File: src/rtl/spi_guard_pkg.sv
// Shared types and edge classification for the SPI slave guard block.
package spi_guard_pkg;

    // Meaning of one detected SCK transition in the current mode.
    typedef struct packed {
        logic cap;  // sample MOSI on this edge
        logic shf;  // advance MISO on this edge
    } spi_edge_t;

    // Map a raw rise/fall of SCK to capture/shift, given polarity and phase.
    function automatic spi_edge_t classify(input logic cpol, input logic cpha,
                                           input logic rise, input logic fall);
        spi_edge_t e;
        logic      lead;
        logic      trail;
        lead  = cpol ? fall : rise;
        trail = cpol ? rise : fall;
        e.cap = cpha ? trail : lead;
        e.shf = cpha ? lead  : trail;
        return e;
    endfunction

endpackage

File: src/rtl/spi_guard_sync.sv
// Multi-stage synchronizer for a bundle of asynchronous inputs.
// Assumes STAGES >= 2; each bit is re-timed independently.
module spi_guard_sync #(
    parameter int              W       = 3,
    parameter int              STAGES  = 2,
    parameter logic [W-1:0]    RST_VAL = '0
) (
    input  logic         clk,
    input  logic         rst_n,
    input  logic [W-1:0] d,
    output logic [W-1:0] q
);
    logic [STAGES-1:0][W-1:0] stg;

    // Shift the raw bundle through the flop chain.
    always_ff @(posedge clk) begin
        if (!rst_n) stg <= {STAGES{RST_VAL}};
        else        stg <= {stg[STAGES-2:0], d};
    end

    assign q = stg[STAGES-1];
endmodule

File: src/rtl/spi_guard_core.sv
// Serial engine: detects SCK/select edges on synchronized inputs,
// counts bits, captures MOSI and drives the MISO bit.
// Assumes synchronized inputs and a system clock >= 4x SCK.
module spi_guard_core
    import spi_guard_pkg::*;
#(
    parameter int DW = 8,
    localparam int CW = $clog2(DW)
) (
    input  logic          clk,
    input  logic          rst_n,
    input  logic          en,
    input  logic          cpol,
    input  logic          cpha,
    input  logic          sck_s,
    input  logic          mosi_s,
    input  logic          ss_s,
    input  logic [DW-1:0] tx_word,
    output logic          miso_bit,
    output logic          byte_done,
    output logic [DW-1:0] rx_word,
    output logic          guard,
    output logic [CW-1:0] bit_cnt
);
    localparam logic [CW-1:0] LAST = CW'(DW - 1);

    logic          sck_d, ss_d;
    logic          armed, mid;
    logic [CW-1:0] cnt;
    logic [DW-1:0] tx_sh;
    logic [DW-2:0] rx_sh;
    logic          miso_q;
    logic          rise, fall, ss_fall, ss_rise, cap_ok, shf_ok, last;
    spi_edge_t     e;

    // Decode edges and qualify them with the byte state.
    always_comb begin
        rise    = sck_s & ~sck_d;
        fall    = ~sck_s & sck_d;
        e       = classify(cpol, cpha, rise, fall);
        ss_fall = ss_d & ~ss_s;
        ss_rise = ~ss_d & ss_s;
        cap_ok  = e.cap & armed & ~ss_s;
        shf_ok  = e.shf & armed & ~ss_s;
        last    = (cnt == LAST);
    end

    // Keep one cycle of history for edge detection.
    always_ff @(posedge clk) begin
        if (!rst_n) begin
            sck_d <= 1'b0;
            ss_d  <= 1'b1;
        end else begin
            sck_d <= sck_s;
            ss_d  <= ss_s;
        end
    end

    // Bit counter, shifters and arming state.
    always_ff @(posedge clk) begin
        if (!rst_n || !en) begin
            cnt    <= '0;
            armed  <= 1'b0;
            mid    <= 1'b0;
            tx_sh  <= '0;
            rx_sh  <= '0;
            miso_q <= 1'b0;
        end else if (ss_rise) begin
            cnt   <= '0;
            armed <= 1'b0;
            mid   <= 1'b0;
        end else if (ss_fall) begin
            cnt   <= '0;
            armed <= 1'b1;
            mid   <= 1'b0;
            if (!cpha) begin
                miso_q <= tx_word[DW-1];
                tx_sh  <= tx_word << 1;
            end
        end else if (cap_ok) begin
            rx_sh <= {rx_sh[DW-3:0], mosi_s};
            cnt   <= last ? '0 : cnt + 1'b1;
            if (last) begin
                mid <= 1'b0;
                if (!cpha) armed <= 1'b0;
            end
        end else if (shf_ok) begin
            if (cpha && !mid) begin
                miso_q <= tx_word[DW-1];
                tx_sh  <= tx_word << 1;
                mid    <= 1'b1;
            end else begin
                miso_q <= tx_sh[DW-1];
                tx_sh  <= tx_sh << 1;
            end
        end
    end

    assign miso_bit  = miso_q;
    assign byte_done = cap_ok & last;
    assign rx_word   = {rx_sh, mosi_s};
    assign guard     = ~ss_s & (~cpha | mid);
    assign bit_cnt   = cnt;
endmodule

File: src/rtl/spi_guard_regs.sv
// CPU-side registers: transmit word with lock, receive buffer, flags.
// Assumes strobes are single-cycle; a set and a clear in the same cycle resolve to set.
module spi_guard_regs #(
    parameter int DW = 8
) (
    input  logic          clk,
    input  logic          rst_n,
    input  logic          wr,
    input  logic [DW-1:0] wdata,
    input  logic          rd_data,
    input  logic          rd_stat,
    input  logic          guard,
    input  logic          byte_done,
    input  logic [DW-1:0] rx_word,
    output logic [DW-1:0] data_reg,
    output logic [DW-1:0] rx_buf,
    output logic          done_flag,
    output logic          coll_flag,
    output logic          coll_set
);
    assign coll_set = wr & guard;

    // Transmit register: accept writes only outside the lock window.
    always_ff @(posedge clk) begin
        if (!rst_n)                data_reg <= '0;
        else if (wr && !guard)     data_reg <= wdata;
    end

    // Receive buffer and completion flag.
    always_ff @(posedge clk) begin
        if (!rst_n) begin
            rx_buf    <= '0;
            done_flag <= 1'b0;
        end else if (byte_done) begin
            rx_buf    <= rx_word;
            done_flag <= 1'b1;
        end else if (rd_data) begin
            done_flag <= 1'b0;
        end
    end

    // Collision flag: set by a locked write, cleared by a status read.
    always_ff @(posedge clk) begin
        if (!rst_n)        coll_flag <= 1'b0;
        else if (coll_set) coll_flag <= 1'b1;
        else if (rd_stat)  coll_flag <= 1'b0;
    end
endmodule

File: src/rtl/spi_slave_guard.sv
// Top of the SPI slave with write-collision guard.
// Assumes clk >= 4x SCK; MISO tri-state is realised by the integrator from miso_oe.
module spi_slave_guard #(
    parameter int DW       = 8,
    parameter int SYNC_STG = 2,
    localparam int CW = $clog2(DW)
) (
    input  logic          clk,
    input  logic          rst_n,
    input  logic          cfg_en,
    input  logic          cfg_cpol,
    input  logic          cfg_cpha,
    input  logic          cfg_miso_off,
    input  logic          data_wr,
    input  logic [DW-1:0] data_wdata,
    input  logic          data_rd,
    input  logic          stat_rd,
    input  logic          sck,
    input  logic          mosi,
    input  logic          ss_n,
    output logic          miso,
    output logic          miso_oe,
    output logic [DW-1:0] rx_data,
    output logic          done_flag,
    output logic          coll_flag
);
    logic [2:0]    pins_s;
    logic          sck_s, mosi_s, ss_s;
    logic [DW-1:0] data_reg, rx_word;
    logic          byte_done, guard, coll_set;
    logic [CW-1:0] bit_cnt;

    spi_guard_sync #(.W(3), .STAGES(SYNC_STG), .RST_VAL(3'b001)) u_sync (
        .clk(clk), .rst_n(rst_n), .d({sck, mosi, ss_n}), .q(pins_s)
    );
    assign {sck_s, mosi_s, ss_s} = pins_s;

    spi_guard_core #(.DW(DW)) u_core (
        .clk(clk), .rst_n(rst_n), .en(cfg_en), .cpol(cfg_cpol), .cpha(cfg_cpha),
        .sck_s(sck_s), .mosi_s(mosi_s), .ss_s(ss_s), .tx_word(data_reg),
        .miso_bit(miso), .byte_done(byte_done), .rx_word(rx_word),
        .guard(guard), .bit_cnt(bit_cnt)
    );

    spi_guard_regs #(.DW(DW)) u_regs (
        .clk(clk), .rst_n(rst_n), .wr(data_wr), .wdata(data_wdata),
        .rd_data(data_rd), .rd_stat(stat_rd), .guard(guard),
        .byte_done(byte_done), .rx_word(rx_word), .data_reg(data_reg),
        .rx_buf(rx_data), .done_flag(done_flag), .coll_flag(coll_flag),
        .coll_set(coll_set)
    );

    assign miso_oe = cfg_en & ~cfg_miso_off & ~ss_s;
endmodule

File: config.mk
export PLATFORM = sky130hd
export DESIGN_NAME = spi_slave_guard
export DESIGN_NICKNAME = d
export VERILOG_FILES = /design/src/rtl/spi_guard_pkg.sv /design/src/rtl/spi_guard_sync.sv /design/src/rtl/spi_guard_core.sv /design/src/rtl/spi_guard_regs.sv /design/src/rtl/spi_slave_guard.sv
export SDC_FILE = /design/constraint.sdc
export NUM_CORES = 1
export LEC_CHECK = 0
export BUFFER_PORTS_ARGS = -buffer_cell sky130_fd_sc_hd__buf_2
export CORE_MARGIN = 5
export CORE_UTILIZATION = 55
export CTS_CLUSTER_DIAMETER = 200
export DETAILED_ROUTE_END_ITERATION = 8
export HOLD_SLACK_MARGIN = 0.05
export PLACE_DENSITY_LB_ADDON = 0.3
export SYNTH_ARGS = -nofsm -noshare
export SYNTH_HDL_FRONTEND = slang
export SYNTH_HIERARCHICAL = 1
export SYNTH_SLANG_ARGS = --single-unit
File: constraint.sdc
create_clock -name clk -period 1.9 [get_ports clk]
set_input_delay 0.095 -clock clk [delete_from_list [all_inputs] [get_ports clk]]
set_output_delay 0.095 -clock clk [all_outputs]
set_load 0.05 [all_outputs]
==> results.ini <==
[yosys]
synth_cell_types = 33
ys_top_cells_by_count = 46 x dfxtp_1, 28 x nand2_1, 25 x mux2i_1
avgSynthCellArea_sq_um = 9.98
yosys_warnings = 6
ys_seq_area_share_pct = 44.8
async_flop_share_pct = 0
synth_top_cell_area_share_pct = 44.8
yosys-top-cells-area = dfxtp_1 45%, mux2i_1 12%, nand2_1 5.1%
synth-seq-cells = 46
netlist_area_sq_um = 2060
synth_edf_count = 0
yosysTopAreaCell = dfxtp_1
synthCells = 206
ys.flop_type = dfxtp_1
yosysMostFrequentCell = dfxtp_1
syn_nets = 230

[sta]
clock_skew_ns = 0.00456
slew_headroom_pct = 57.2
drv_slew = 0
finalHoldViolCount = 0
tightest_slew_ns = 0.643
min_period_ns = 1.75
timing.fmax_mhz = 571
setup_viol = 0
finalCritPeriodShare_pct = 92.1
rsz0062_at_grt = false
setup_tns_ns = 0

[floorplan]
die_area_sq_um = 5060
die_w_um = 71.1
core_area_sq_um = 3630
ios = 32
start_util_pct = 56.6
fp.dieH_um = 71.1
rows = 22

[layout]
final_layout_size_suffix_gt1_share_pct = 20.5
instances_no_fill = 292
final_nets = 269
syn_to_final_growth_pct = 15.6
diodes = 0
fillCellCount = 326

[drt]
dr.max_layer_used = met4
drtIter0Drc = 72
drt-met1-wl_um = 1670
drt_wl_total_um = 3590
ant_nets = 0
dr_wl_met3_um = 190
drc = 0
vias = 1518
dr_wl_met2_um = 1690
wire_per_inst_um = 12.3
vias_per_cell = 5.20
drtPass1Iterations = 4

[power]
cellInternalPower_uw = 1340
p_leak_uw = 0.000972
clkPwrFrac_pct = 33.1
seq_power_share_pct = 57.8
switching_share_pct = 22.0
p_per_area_nw_per_um2 = 725
p_sw_uw = 380
ir_drop_mv = 0.384
comb_power_share_pct = 9.1

[clocking]
numCtsBuffers = 5
cts.sinks = 46
cts.htree.levels = 2
clock_latency_ns = 0.29
cts.clk_slew.worst_paths_ns = 0.08
cts_tree = done
clk_path_buf_depth = 2
cts_root_buf = clkbuf_8
ctsResizeCount = 0

[placement]
gp_congestion = 0.877
placed_cells = 277
portBuffers = 31
hpwl_um = 2670

[global_route]
grt_max_degree = 36
grt_overflow = 0
grt_pass1_wl_um = 6340
grtUsageTotal_pct = 15.4
antenna_found_initial = 0
grt_pass1_vias = 1508

[worst_hold_path]
hp-start = data_wdata[5]
min_path_type = in2reg
holdPathStages = 3
hold_end = u_regs/data_reg[5]

[setup_path]
cp-end-kind = register
worst-r2r-setup-slack_ns = 0.15
worstSetupPathType = reg2reg
cp_data_arrival_time_ns = 1.93
regToRegStartpoint = u_sync/q[2]
path_max_fanout = 9
required_ns = 2.08
critPathLaunchType = register
r2r_cells = 6
r2r_end = u_regs/rx_buf[1]

[flow_run]
cap_violations = 0

[outcome]
outcome = completed

==> layout by cell type (no fill, tap or decap) <==
| cell | netlist | routed |
|---|---|---|
| dfxtp_1 | 46 | 46 |
| nor2b_4 | 1 | 1 |
| nor4_1 | 1 | 1 |
| buf_2 | 0 | 31 |
| buf_4 | 5 | 6 |
| clkbuf_8 | 0 | 6 |
| xnor2_2 | 1 | 1 |
| ha_1 | 4 | 4 |
| dlygate4sd3_1 | 0 | 9 |
| nor2_2 | 1 | 1 |
| mux2i_1 | 25 | 25 |
| nand3_1 | 3 | 3 |
| mux2_4 | 2 | 2 |
| o31a_1 | 2 | 2 |
| nor4bb_1 | 2 | 2 |
| o2111ai_1 | 1 | 1 |
| and3_4 | 1 | 1 |
| a41o_1 | 1 | 1 |
| o21ai_0 | 10 | 10 |
| o211ai_1 | 7 | 7 |
| nor3b_2 | 1 | 1 |
| nand2_1 | 28 | 28 |
| a21oi_1 | 5 | 5 |
| and2_1 | 7 | 7 |
| nand2b_1 | 5 | 5 |
| nor2_1 | 2 | 2 |
| nor2b_1 | 14 | 14 |
| or4_1 | 1 | 1 |
| nor3_1 | 1 | 1 |
| o221a_1 | 7 | 7 |
| o21a_1 | 3 | 3 |
| inv_1 | 10 | 10 |
==> stage by stage <==
step	hold WS (ns)	total power (uW)	area [sq um]	util, %	setup WS, ns
after global placement	0.280	1160	2200	60.6	0.275
after CTS	0.0504	1750	2380	65.4	0.151
after floorplan	0.164	1120	2060	-	0.240
final	0.0648	1720	2380	65.4	0.149
after detailed placement	0.299	1160	2200	60.6	0.173
after global routing	0.0613	1810	2380	65.4	0.0251
==> worst max path at each step <==
stage	from	to	slack [ns]	depth (start not counted)
global route	u_core/sck_d	u_regs/rx_buf[6]	0.03	6
floorplan	u_sync/q[0]	u_core/miso_bit	0.24	6
CTS	u_sync/q[2]	u_regs/rx_buf[2]	0.15	6
global placement	u_sync/q[2]	u_regs/rx_buf[5]	0.28	6
finish	u_sync/q[2]	u_regs/rx_buf[1]	0.15	6
detailed placement	u_sync/q[2]	u_regs/rx_buf[2]	0.17	6
==> routing by layer <==
metal / vias up / GRT usage [%]
met1: 694 / 18.2
met5: - / 0
met2: 32 / 26.6
met3: 4 / 4.83
met4: 0 / 5.01
li1: 788 / -
==> area by class of cell <==
type	count	area, sq um	area share (%)
Multi-Input combinational cell	136	985	41.4
Tap cell	48	60.1	2.53
Timing Repair Buffer	46	290	12.2
Inverter	10	37.5	1.58
Sequential cell	46	921	38.8
Clock buffer	6	82.6	3.48
==> worst max-delay path, cell delays in order (launching register included) <==
cell     delay [ns]
dfxtp_1        0.37
nor2b_1        0.25
mux2_4         0.21
nand3_1        0.12
inv_1          0.37
mux2i_1        0.24
nor2b_1        0.07
==> timing repair <==
action,4_1_cts,5_1_grt
endpoints found under the hold margin,9,0
hold buffers,9,0
buffers inserted,0,0
==> power by group through the flow <==
stage	sequential [uW]	combinational, uW	clock (uW)
4_1_cts	997	158	594
2_1_floorplan	1020	106	0
3_5_place_dp	1020	144	0
3_3_place_gp	1020	140	0
6_report	997	156	570
5_1_grt	1000	173	633
==> kinds of logic after synthesis <==
group | synth area share (%)
AOI/OAI and AO/OA | 12.9
adders and majority gates | 2.43
buffers and inverters | 7.30
muxes | 13.6
and+or+nand+nor | 18.1
DFF | 44.8
xor gates and xnor gates | 0.791
Power figures use the tool's default switching activity.
